### config.mk
export PLATFORM = sky130hd
export DESIGN_NAME = staged_pwm_timer
export DESIGN_NICKNAME = d
export VERILOG_FILES = /design/src/rtl/staged_pwm_timer_pkg.sv /design/src/rtl/pwm_ctrl.sv /design/src/rtl/pwm_datapath.sv /design/src/rtl/staged_pwm_timer.sv
export SDC_FILE = /design/constraint.sdc
export NUM_CORES = 1
export LEC_CHECK = 0
export BUFFER_PORTS_ARGS = -buffer_cell sky130_fd_sc_hd__buf_2
export CAP_MARGIN = 10
export CELL_PAD_IN_SITES_DETAIL_PLACEMENT = 1
export CELL_PAD_IN_SITES_GLOBAL_PLACEMENT = 1
export CORE_ASPECT_RATIO = 0.6
export CORE_MARGIN = 3
export CORE_UTILIZATION = 46
export CTS_BUF_LIST = sky130_fd_sc_hd__clkbuf_2 sky130_fd_sc_hd__clkbuf_4 sky130_fd_sc_hd__clkbuf_8
export DETAILED_ROUTE_END_ITERATION = 8
export PLACE_DENSITY = 0.87
export SLEW_MARGIN = 20
export SYNTH_ARGS = -nofsm -noshare
export SYNTH_HDL_FRONTEND = slang
export SYNTH_SLANG_ARGS = --single-unit
### constraint.sdc
create_clock -name clk -period 4.7 [get_ports clk]
set_input_delay 0.705 -clock clk [delete_from_list [all_inputs] [get_ports clk]]
set_output_delay 0.705 -clock clk [all_outputs]
set_load 0.05 [all_outputs]
### src/rtl/staged_pwm_timer_pkg.sv
package staged_pwm_timer_pkg;
  localparam int DIV_W      = 5;
  localparam int CTRL_OFS   = 0;
  localparam int COUNT_OFS  = 4;
  localparam int EN_BIT     = 0;
  localparam int HOLD_BIT   = 11;
  localparam int DIVLO_BIT  = 15;
  localparam int DIVHI_LSB  = 16;
  localparam int PER_LSB    = 16;
  localparam int PH_LSB     = 0;
  localparam logic [31:0] CTRL_MASK = 32'h000F_8801;

  typedef struct packed {
    logic clear;   // enable low: zero prescaler and counter
    logic start;   // begin running: zero counters, load pending
    logic run;     // keep counting
    logic active;  // running state (output may be high)
    logic loadOk;  // pending settings are legal
  } ctrlStrobe_t;
endpackage

### src/rtl/pwm_ctrl.sv
module pwm_ctrl
  import staged_pwm_timer_pkg::*;
#(
  parameter int CNT_W  = 10,
  parameter int ADDR_W = 3
) (
  input  logic              clk,
  input  logic              rstN,
  input  logic              regWrEn,
  input  logic [ADDR_W-1:0] regAddr,
  input  logic [31:0]       regWdata,
  output logic [31:0]       regRdata,
  output ctrlStrobe_t       strobes,
  output logic [CNT_W-1:0]  pendPeriod,
  output logic [CNT_W-1:0]  pendPhase,
  output logic [DIV_W-1:0]  pendDiv
);
  localparam logic [31:0] COUNT_MASK =
    ({{(32-CNT_W){1'b0}}, {CNT_W{1'b1}}} << PER_LSB) |
    ({{(32-CNT_W){1'b0}}, {CNT_W{1'b1}}} << PH_LSB);

  logic [31:0] ctrlWord, countWord;
  logic        selCtrl, selCount;
  logic        enBit, holdBit, running, pendValid;
  logic [DIV_W-1:0] shadowDiv;

  assign selCtrl  = regAddr == ADDR_W'(CTRL_OFS);
  assign selCount = regAddr == ADDR_W'(COUNT_OFS);

  always_ff @(posedge clk) begin
    if (!rstN) begin
      ctrlWord  <= '0;
      countWord <= '0;
    end else if (regWrEn) begin
      if (selCtrl)  ctrlWord  <= regWdata & CTRL_MASK;
      if (selCount) countWord <= regWdata & COUNT_MASK;
    end
  end

  always_comb begin
    regRdata = '0;
    if (selCtrl)       regRdata = ctrlWord;
    else if (selCount) regRdata = countWord;
  end

  assign enBit     = ctrlWord[EN_BIT];
  assign holdBit   = ctrlWord[HOLD_BIT];
  assign shadowDiv = {ctrlWord[DIVHI_LSB +: DIV_W-1], ctrlWord[DIVLO_BIT]};

  // Staging: pending follows the written values unless hold is set
  always_ff @(posedge clk) begin
    if (!rstN) begin
      pendPeriod <= '0;
      pendPhase  <= '0;
      pendDiv    <= '0;
    end else if (!holdBit) begin
      pendPeriod <= countWord[PER_LSB +: CNT_W];
      pendPhase  <= countWord[PH_LSB +: CNT_W];
      pendDiv    <= shadowDiv;
    end
  end

  assign pendValid = (pendPeriod != '0) && (pendPhase != '0);

  always_ff @(posedge clk) begin
    if (!rstN)                     running <= 1'b0;
    else if (!enBit)               running <= 1'b0;
    else if (!running && pendValid) running <= 1'b1;
  end

  always_comb begin
    strobes.clear  = !enBit;
    strobes.start  = enBit && !running && pendValid;
    strobes.run    = enBit && running;
    strobes.active = running;
    strobes.loadOk = pendValid;
  end

  // held values never reach the pending stage
  a_r7_hold_freezes: assert property (@(posedge clk) disable iff (!rstN)
    holdBit |=> ($stable(pendPeriod) && $stable(pendPhase) && $stable(pendDiv)));
  // clearing enable stops the channel on the next edge
  a_r9_disable_halts: assert property (@(posedge clk) disable iff (!rstN)
    !enBit |=> !running);
  // an illegal pending setting never starts the channel
  a_r6_no_start_zero: assert property (@(posedge clk) disable iff (!rstN)
    (!running && !pendValid) |=> !running);
endmodule

### src/rtl/pwm_datapath.sv
module pwm_datapath
  import staged_pwm_timer_pkg::*;
#(
  parameter int CNT_W   = 10,
  parameter int MAX_DIV = 24
) (
  input  logic             clk,
  input  logic             rstN,
  input  ctrlStrobe_t      strobes,
  input  logic [CNT_W-1:0] pendPeriod,
  input  logic [CNT_W-1:0] pendPhase,
  input  logic [DIV_W-1:0] pendDiv,
  output logic             pwmOut
);
  localparam int PS_W = (MAX_DIV < 1) ? 1 : MAX_DIV;

  logic [CNT_W-1:0] cnt, actPeriod, actPhase;
  logic [DIV_W-1:0] actDiv, effDiv;
  logic [PS_W:0]    presc, termCount;
  logic             tick, wrap;

  assign effDiv    = (pendDiv > DIV_W'(MAX_DIV)) ? DIV_W'(MAX_DIV) : pendDiv;
  assign termCount = ((PS_W+1)'(1) << actDiv) - (PS_W+1)'(1);
  assign tick      = presc == termCount;
  assign wrap      = tick && (cnt == actPeriod - CNT_W'(1));

  always_ff @(posedge clk) begin
    if (!rstN) begin
      cnt       <= '0;
      presc     <= '0;
      actPeriod <= '0;
      actPhase  <= '0;
      actDiv    <= '0;
    end else if (strobes.clear) begin
      cnt   <= '0;
      presc <= '0;
    end else if (strobes.start) begin
      cnt       <= '0;
      presc     <= '0;
      actPeriod <= pendPeriod;
      actPhase  <= pendPhase;
      actDiv    <= effDiv;
    end else if (strobes.run) begin
      if (tick) begin
        presc <= '0;
        if (wrap) begin
          cnt <= '0;
          if (strobes.loadOk) begin
            actPeriod <= pendPeriod;
            actPhase  <= pendPhase;
            actDiv    <= effDiv;
          end
        end else begin
          cnt <= cnt + CNT_W'(1);
        end
      end else begin
        presc <= presc + (PS_W+1)'(1);
      end
    end
  end

  assign pwmOut = strobes.active && (cnt < actPhase);

  a_r4_count_bound: assert property (@(posedge clk) disable iff (!rstN)
    strobes.active |-> (cnt < actPeriod));
  a_r6_active_nonzero: assert property (@(posedge clk) disable iff (!rstN)
    strobes.active |-> (actPeriod != '0 && actPhase != '0));
  a_r8_mid_period_stable: assert property (@(posedge clk) disable iff (!rstN)
    (strobes.run && !wrap) |=> ($stable(actPeriod) && $stable(actPhase) && $stable(actDiv)));
  a_r3_presc_bound: assert property (@(posedge clk) disable iff (!rstN)
    presc <= termCount);
endmodule

### src/rtl/staged_pwm_timer.sv
module staged_pwm_timer
  import staged_pwm_timer_pkg::*;
#(
  parameter int CNT_W   = 10,
  parameter int MAX_DIV = 24,
  parameter int ADDR_W  = 3
) (
  input  logic              clk,
  input  logic              rstN,
  input  logic              regWrEn,
  input  logic [ADDR_W-1:0] regAddr,
  input  logic [31:0]       regWdata,
  output logic [31:0]       regRdata,
  output logic              pwmOut
);
  ctrlStrobe_t      strobes;
  logic [CNT_W-1:0] pendPeriod, pendPhase;
  logic [DIV_W-1:0] pendDiv;

  pwm_ctrl #(.CNT_W(CNT_W), .ADDR_W(ADDR_W)) ctrl_i (
    .clk(clk), .rstN(rstN), .regWrEn(regWrEn), .regAddr(regAddr),
    .regWdata(regWdata), .regRdata(regRdata), .strobes(strobes),
    .pendPeriod(pendPeriod), .pendPhase(pendPhase), .pendDiv(pendDiv));

  pwm_datapath #(.CNT_W(CNT_W), .MAX_DIV(MAX_DIV)) dp_i (
    .clk(clk), .rstN(rstN), .strobes(strobes), .pendPeriod(pendPeriod),
    .pendPhase(pendPhase), .pendDiv(pendDiv), .pwmOut(pwmOut));
endmodule

==> results.sh, run 1 <==
export IMPL_status="complete, no violations"
export IMPL_grt_max_degree=77
export IMPL_rsz0062_at_grt="false"
export IMPL_initial_utilization_pct=47.7
export IMPL_avgSynthCellArea_sq_um=8.08
export IMPL_cp_max_fo=24
export IMPL_cts_max_level=4
export IMPL_drc=0
export IMPL_cp_depth=12
export IMPL_synth_distinct_cells=69
export IMPL_synth_xor_area_share_pct=5.62
export IMPL_slowest_delay_ns=0.74
export IMPL_ioPinCount=71
export IMPL_p_sw_uw=534
export IMPL_dp_hpwl_um=13600
export IMPL_cts_tree="done"
export IMPL_multi_input_area_sq_um=4340
export IMPL_setup_viol=0
export IMPL_crit_type="flop to flop"
export IMPL_worst_pin_slew_ns=1.01
export IMPL_numPortBuffers=50
export IMPL_seqCellArea_sq_um=2260
export IMPL_netlist_instances=869
export IMPL_ys_seq_elements=113
export IMPL_end_kind="flop"
export IMPL_area_delta_synth_final_pct=10.1
export IMPL_synth_edff_count=0
export IMPL_synth_simple_area_share_pct=31.5
export IMPL_cpMaxStageDelayCell="or2b_1"
export IMPL_grt_usage_pct=25.0
export IMPL_max_freq_ghz=0.240
export IMPL_overflow=0
export IMPL_fill_cells=1794
export IMPL_maxSlewHeadroom_pct=32.6
export IMPL_combPwrFrac_pct=4.1
export IMPL_min_path_type="flop to flop"
export IMPL_wl_per_cell_um=18.7
export IMPL_insertion_delay_ns=0.45
export IMPL_intPower_uw=1580
export IMPL_fin_crit_ns=4.17
export IMPL_clockRootBuffer="clkbuf_8"
export IMPL_synth_compound_area_share_pct=17.3
export IMPL_skew_ns=0.0194
export IMPL_synth_area_sq_um=7020
export IMPL_synth_seq_area_share_pct=32.2
export IMPL_timing_hold_ws_ns=0.480
export IMPL_critPathCapture="dp_i.presc[7]$_SDFFE_PP0P_"
export IMPL_diodes=0
export IMPL_grt_pass1_vias=6455
export IMPL_p_clk_share_pct=50.0
export IMPL_async_flop_share_pct=0
export IMPL_drive_gt1_share_pct=12.8
export IMPL_clk_path_buf_depth=2
export IMPL_worst_r2r_path_depth=12
export IMPL_die_h_um=102
export IMPL_r2r_setup_slack_ns=0.53
export IMPL_grt_pass1_wl_um=33800
export IMPL_slew_viol_final=0
export IMPL_synth_top_family_by_area="simple AND/OR/NAND/NOR gates"
export IMPL_grt_antenna_before_repair=0
export IMPL_cp_arrival_ns=4.47
export IMPL_period_share_pct=88.8
export IMPL_worstPathBufferInverterCount=1
export IMPL_clock_sinks=113
export IMPL_hold_violations=0
export IMPL_postCtsSetupRepairBufs=0
export IMPL_wirelength_um=20400
export IMPL_path_common_cell="nor2_1"
export IMPL_reg2reg_to="dp_i.presc[7]$_SDFFE_PP0P_"
export IMPL_synth_area_leaders="dfxtp_1 32%, nand2_1 4.7%, mux2i_1 4.4%, o211ai_1 3.7%, xor2_1 3.5%"
export IMPL_ant_nets=0
export IMPL_p_sw_share_pct=25.2
export IMPL_peakVddDrop_mv=0.162
export IMPL_path_cells="nor2_1 -> nand2_1 -> ha_1 -> buf_4 -> or4b_4 -> and3_4 -> a2111oi_4 -> o2111ai_1 -> nor4_2 -> nand4_1 -> or2b_1 -> nor2_1"
export IMPL_start_kind="flop"
export IMPL_hold_buffers=0
export IMPL_power_leakage_uw=0.00279
export IMPL_drtIter0Drc=519
export IMPL_fin_nets=927
export IMPL_seq_power_share_pct=45.9
export IMPL_synthFlopType="dfxtp_1"
export IMPL_fp_dieW_um=165
export IMPL_cp_top_family="simple AND/OR/NAND/NOR gates"
export IMPL_cts_resized=0
export IMPL_firstDrtPassIters=5
export IMPL_startpoint="dp_i.actDiv[4]$_SDFFE_PN0P_"
export IMPL_num_rows=34
export IMPL_power_density_nw_per_um2=274
export IMPL_worstPathRequired_ns=4.99
export IMPL_fin_tns_setup_ns=0
export IMPL_cts_clk_slew_worst_paths_ns=0.08
export IMPL_fp_dieArea_sq_um=16800
export IMPL_synthAdderAreaFrac_pct=2.32
export IMPL_design_power_total_uw=2120
export IMPL_yosys_area_top_type="dfxtp_1"
export IMPL_yosys_warnings=0
export IMPL_synth_area_mux_share_pct=4.58
export IMPL_coreArea_sq_um=14700
export IMPL_finalWeightedCongestion=0.816
export IMPL_yosysTopAreaCellShare_pct=32.2
export IMPL_vias=6596
export IMPL_reg2reg_from="dp_i.actDiv[4]$_SDFFE_PN0P_"
export IMPL_numCtsBuffers=17
export IMPL_cap_violations=0
export IMPL_vias_per_cell=6.07
tightest hold or removal path: cells and delay by family, from the launching register on:
kind,cells,cell delay [ns]
flops,1,0.32
compound gates,1,0.06
simple gates,1,0.05
area by class of cell:
class,count,share of cell area (%)
well taps,198,3.20
multi-input cells,662,56.2
clock buffers,18,3.12
flip-flops and latches,113,29.3
repair buffers,66,4.82
clock inverters,14,2.62
inverters,16,0.777
cell usage in the layout (no fill, tap or decap), types with 4 or more instances in the layout:
| master | synthesis | final |
|---|---|---|
| nor3_1 | 17 | 17 |
| a21oi_1 | 19 | 19 |
| xnor2_1 | 17 | 17 |
| a21boi_0 | 28 | 28 |
| bufinv_16 | 0 | 4 |
| o21ai_0 | 16 | 16 |
| nor4_1 | 8 | 8 |
| or4_1 | 8 | 8 |
| and3_1 | 15 | 15 |
| nor2_1 | 52 | 52 |
| conb_1 | 1 | 10 |
| or2_2 | 4 | 4 |
| ha_1 | 13 | 13 |
| nor2b_1 | 28 | 28 |
| a21o_1 | 7 | 7 |
| nand4_1 | 34 | 34 |
| nor3b_1 | 4 | 4 |
| nand3_1 | 46 | 46 |
| o21a_1 | 5 | 5 |
| or4b_1 | 7 | 7 |
| buf_2 | 9 | 49 |
| a31oi_1 | 30 | 30 |
| o211ai_1 | 35 | 35 |
| and4b_1 | 23 | 23 |
| and2_1 | 25 | 25 |
| inv_1 | 16 | 16 |
| clkbuf_8 | 0 | 17 |
| nand2_1 | 88 | 88 |
| inv_6 | 0 | 4 |
| mux2i_1 | 31 | 31 |
| buf_4 | 11 | 17 |
| or3_1 | 6 | 6 |
| nand2b_1 | 6 | 6 |
| clkinv_4 | 0 | 4 |
| xor2_1 | 28 | 28 |
| dfxtp_1 | 113 | 113 |
cells in the mapped netlist, types with 13 or more instances:
cell type / count
a21boi_0: 28
mux2i_1: 31
and2_1: 25
and4b_1: 23
o211ai_1: 35
nor2b_1: 28
o21ai_0: 16
a31oi_1: 30
a21oi_1: 19
xor2_1: 28
dfxtp_1: 113
nor2_1: 52
nor3_1: 17
nand2_1: 88
xnor2_1: 17
nand4_1: 34
clkbuf_1: 60
inv_1: 16
ha_1: 13
nand3_1: 46
and3_1: 15
state kept, by name, summed over array words and instances (netlist names):
register / cells
dp_i.presc: 25
ctrl_i.ctrlWord: 7
ctrl_i.pendDiv: 5
ctrl_i.pendPeriod: 10
dp_i.actPeriod: 10
ctrl_i.running: 1
dp_i.actDiv: 5
dp_i.cnt: 10
ctrl_i.pendPhase: 10
ctrl_i.countWord: 20
dp_i.actPhase: 10
logic make-up (layout without fill, tap and decap cells):
family / Yosys count / in the layout
fa+ha+maj: 13 / 13
flops: 113 / 113
xor+xnor: 45 / 45
compound gates: 171 / 171
simple gates: 391 / 391
mux: 32 / 32
other cells: 1 / 10
buf+inv: 103 / 114
routing by layer:
| metal | routed length (um) | GRT usage [%] | share of wire [%] |
|---|---|---|---|
| met3 | 1280 | 5.39 | 6.3 |
| met5 | 0 | 0 | 0 |
| met4 | 229 | 5.62 | 1.1 |
| met1 | 10000 | 36.0 | 49 |
| met2 | 8840 | 38.5 | 43 |
per-stage QoR:
stage,worst slack [ns],cells,area [sq um],util (%)
after floorplan,1.32,878,7050,-
after global placement,0.747,1055,7290,49.5
after detailed placement,0.630,1055,7290,49.5
after CTS,0.578,1087,7730,52.5
after global routing,0.217,1087,7730,52.5
final,0.526,1087,7730,52.5
how the worst min path moves through the flow:
stage	cells after the start	end	start
global route	3	ctrl_i.ctrlWord[11]$_SDFFE_PN0P_	regWdata[11]
floorplan	2	ctrl_i.ctrlWord[15]$_SDFFE_PN0P_	ctrl_i.ctrlWord[15]$_SDFFE_PN0P_
detailed placement	2	ctrl_i.countWord[1]$_SDFFE_PN0P_	ctrl_i.countWord[1]$_SDFFE_PN0P_
global placement	2	ctrl_i.countWord[20]$_SDFFE_PN0P_	ctrl_i.countWord[20]$_SDFFE_PN0P_
finish	2	ctrl_i.countWord[1]$_SDFFE_PN0P_	ctrl_i.countWord[1]$_SDFFE_PN0P_
CTS	3	ctrl_i.countWord[1]$_SDFFE_PN0P_	regWdata[1]
power groups by stage:
| stage | clock (uW) | combinational, uW | sequential (uW) |
|---|---|---|---|
| global route | 1120 | 94.7 | 972 |
| detailed placement | 0 | 85.4 | 993 |
| finish | 1060 | 86.5 | 971 |
| global placement | 0 | 83.3 | 993 |
| floorplan | 0 | 70.8 | 990 |
| CTS | 1070 | 86.2 | 971 |
(Power assumes the default switching activity.)
==> run 2, diff against run 1 <==
clock period = 4.69 ns   (was 4.7 ns; I/O delays follow)
==> run 2 against run 1 <==
Compared with the run above:
- wire length grew 1.1%
- clock skew shrank 0.0078 ns
- count of clock-buffer cells in the layout unchanged
- critical endpoint is now dp_i.presc[2]$_SDFFE_PP0P_
- total power decreased by 3.8%
- final cell count unchanged
- die area did not move
- via count increased by 0.14%
- sequential power barely moved
- highest routed layer unchanged
- core utilization fell by 0.26 points
- clock power decreased by 8%
- non-clock buffer count rose by 1
- cell area shrank 0.50%
==> results.sh, run 2 (synthesis results as in run 1) <==
export IMPL_fp_dieW_um=165
export IMPL_drc=0
export IMPL_end_kind="flop"
export IMPL_cap_violations=0
export IMPL_ioPinCount=71
export IMPL_numPortBuffers=50
export IMPL_initial_utilization_pct=47.7
export IMPL_min_path_type="flop to flop"
export IMPL_max_freq_ghz=0.247
export IMPL_grt_max_degree=77
export IMPL_grt_usage_pct=25.4
export IMPL_firstDrtPassIters=5
export IMPL_crit_type="flop to flop"
export IMPL_postPlaceCellArea_sq_um=7290
export IMPL_status="complete, no violations"
export IMPL_fin_crit_ns=4.04
export IMPL_worstPathRequired_ns=4.98
export IMPL_setup_viol=0
export IMPL_clockRootBuffer="clkbuf_8"
export IMPL_vias=6605
export IMPL_rsz0062_at_grt="false"
export IMPL_layout_commonest_cell="dfxtp_1"
export IMPL_coreArea_sq_um=14700
export IMPL_cts_tree="done"
export IMPL_insertion_delay_ns=0.45
export IMPL_final_cell_mix="113 x dfxtp_1, 88 x nand2_1, 52 x nor2_1"
export IMPL_die_h_um=102
export IMPL_grt_pass1_vias=6479
export IMPL_skew_ns=0.0116
export IMPL_fin_tns_setup_ns=0
export IMPL_ant_nets=0
export IMPL_dp_hpwl_um=13600
export IMPL_clk_path_buf_depth=2
export IMPL_slew_viol_final=0
export IMPL_drtIter0Drc=570
export IMPL_largest_register_ffs=25
export IMPL_power_leakage_uw=0.00277
export IMPL_reg_top3="dp_i.presc x25, ctrl_i.countWord x20"
export IMPL_postCtsSetupRepairBufs=0
export IMPL_regMostFlops="dp_i.presc"
export IMPL_num_rows=34
export IMPL_fin_util_pct=52.3
export IMPL_finish_instance_area_sq_um=7690
export IMPL_fp_dieArea_sq_um=16800
export IMPL_numCtsBuffers=17
export IMPL_area_delta_synth_final_pct=9.59
export IMPL_overflow=0
export IMPL_hold_violations=0
export IMPL_timing_hold_ws_ns=0.484
export IMPL_wl_per_cell_um=18.9
export IMPL_drive_gt1_share_pct=12.8
export IMPL_cts_resized=0
export IMPL_peakVddDrop_mv=0.147
export IMPL_vias_per_cell=6.08
export IMPL_diodes=0
export IMPL_hold_buffers=0
export IMPL_cp_arrival_ns=4.34
export IMPL_cts_clk_slew_worst_paths_ns=0.08
export IMPL_period_share_pct=86.2
export IMPL_cts_max_level=4
export IMPL_fin_nets=928
export IMPL_finalWeightedCongestion=0.833
export IMPL_wirelength_um=20600
export IMPL_dpl_cell_count=1056
export IMPL_cp_max_fo=24
export IMPL_grt_antenna_before_repair=0
export IMPL_r2r_setup_slack_ns=0.65
export IMPL_grt_pass1_wl_um=34300
export IMPL_clock_sinks=113
export IMPL_maxSlewHeadroom_pct=30.6
export IMPL_fin_cells=1087
export IMPL_worst_pin_slew_ns=1.04
export IMPL_start_kind="flop"
export IMPL_power_density_nw_per_um2=265
[run 2: changes by cell type in the layout (fill, tap and decap cells not counted), sizes merged]
| cell | before | now |
|---|---|---|
| bufinv | 4 | 2 |
| clkinv | 5 | 3 |
| inv | 20 | 22 |
| buf | 66 | 67 |
| clkinvlp | 1 | 2 |
[run 2: final cells by class]
class,count,area [sq um]
clock buffers,18,248
clock inverters,13,150
fillers,1836,7030
inverters,16,60.1
multi-input cells,662,4340
flip-flops and latches,113,2260
well taps,198,248
repair buffers,67,380
[run 2: worst paths after layout]
kind / startpoint / endpoint / cells after the start
worst max-delay path: dp_i.actDiv[0]$_SDFFE_PN0P_ / dp_i.presc[2]$_SDFFE_PP0P_ / 12
worst min-delay path: ctrl_i.countWord[1]$_SDFFE_PN0P_ / ctrl_i.countWord[1]$_SDFFE_PN0P_ / 2
worst max register to register: dp_i.actDiv[0]$_SDFFE_PN0P_ / dp_i.presc[2]$_SDFFE_PP0P_ / 12
worst min register to register: ctrl_i.countWord[1]$_SDFFE_PN0P_ / ctrl_i.countWord[1]$_SDFFE_PN0P_ / 2
[run 2: where the power goes]
part           internal [uW]  switching (uW)
Clock                    494             481
Combinational           25.7            61.6
Sequential               966            7.06
[run 2: routing by layer]
metal	share of wire (%)	wire length [um]	track usage, %
met2	44	9020	38.7
met4	1.1	219	6.26
met1	49	10000	36.8
met5	0	0	0
met3	6.4	1320	5.23
[run 2: critical path: stages, from the launching register on]
cell,delay (ns)
dfxtp_1,0.54
nor2_1,0.22
nand2_1,0.13
ha_1,0.17
buf_4,0.18
or4b_4,0.48
and3_4,0.20
a2111oi_4,0.33
o2111ai_1,0.29
nor4_2,0.29
nand4_1,0.16
or2b_1,0.75
nor2_1,0.14
[run 2: per-stage QoR]
stage               power (uW)  worst slack (ns)
floorplan                 1060              1.31
global placement          1080             0.830
detailed placement        1080             0.741
CTS                       2050             0.666
global route              2100             0.381
finish                    2030             0.646
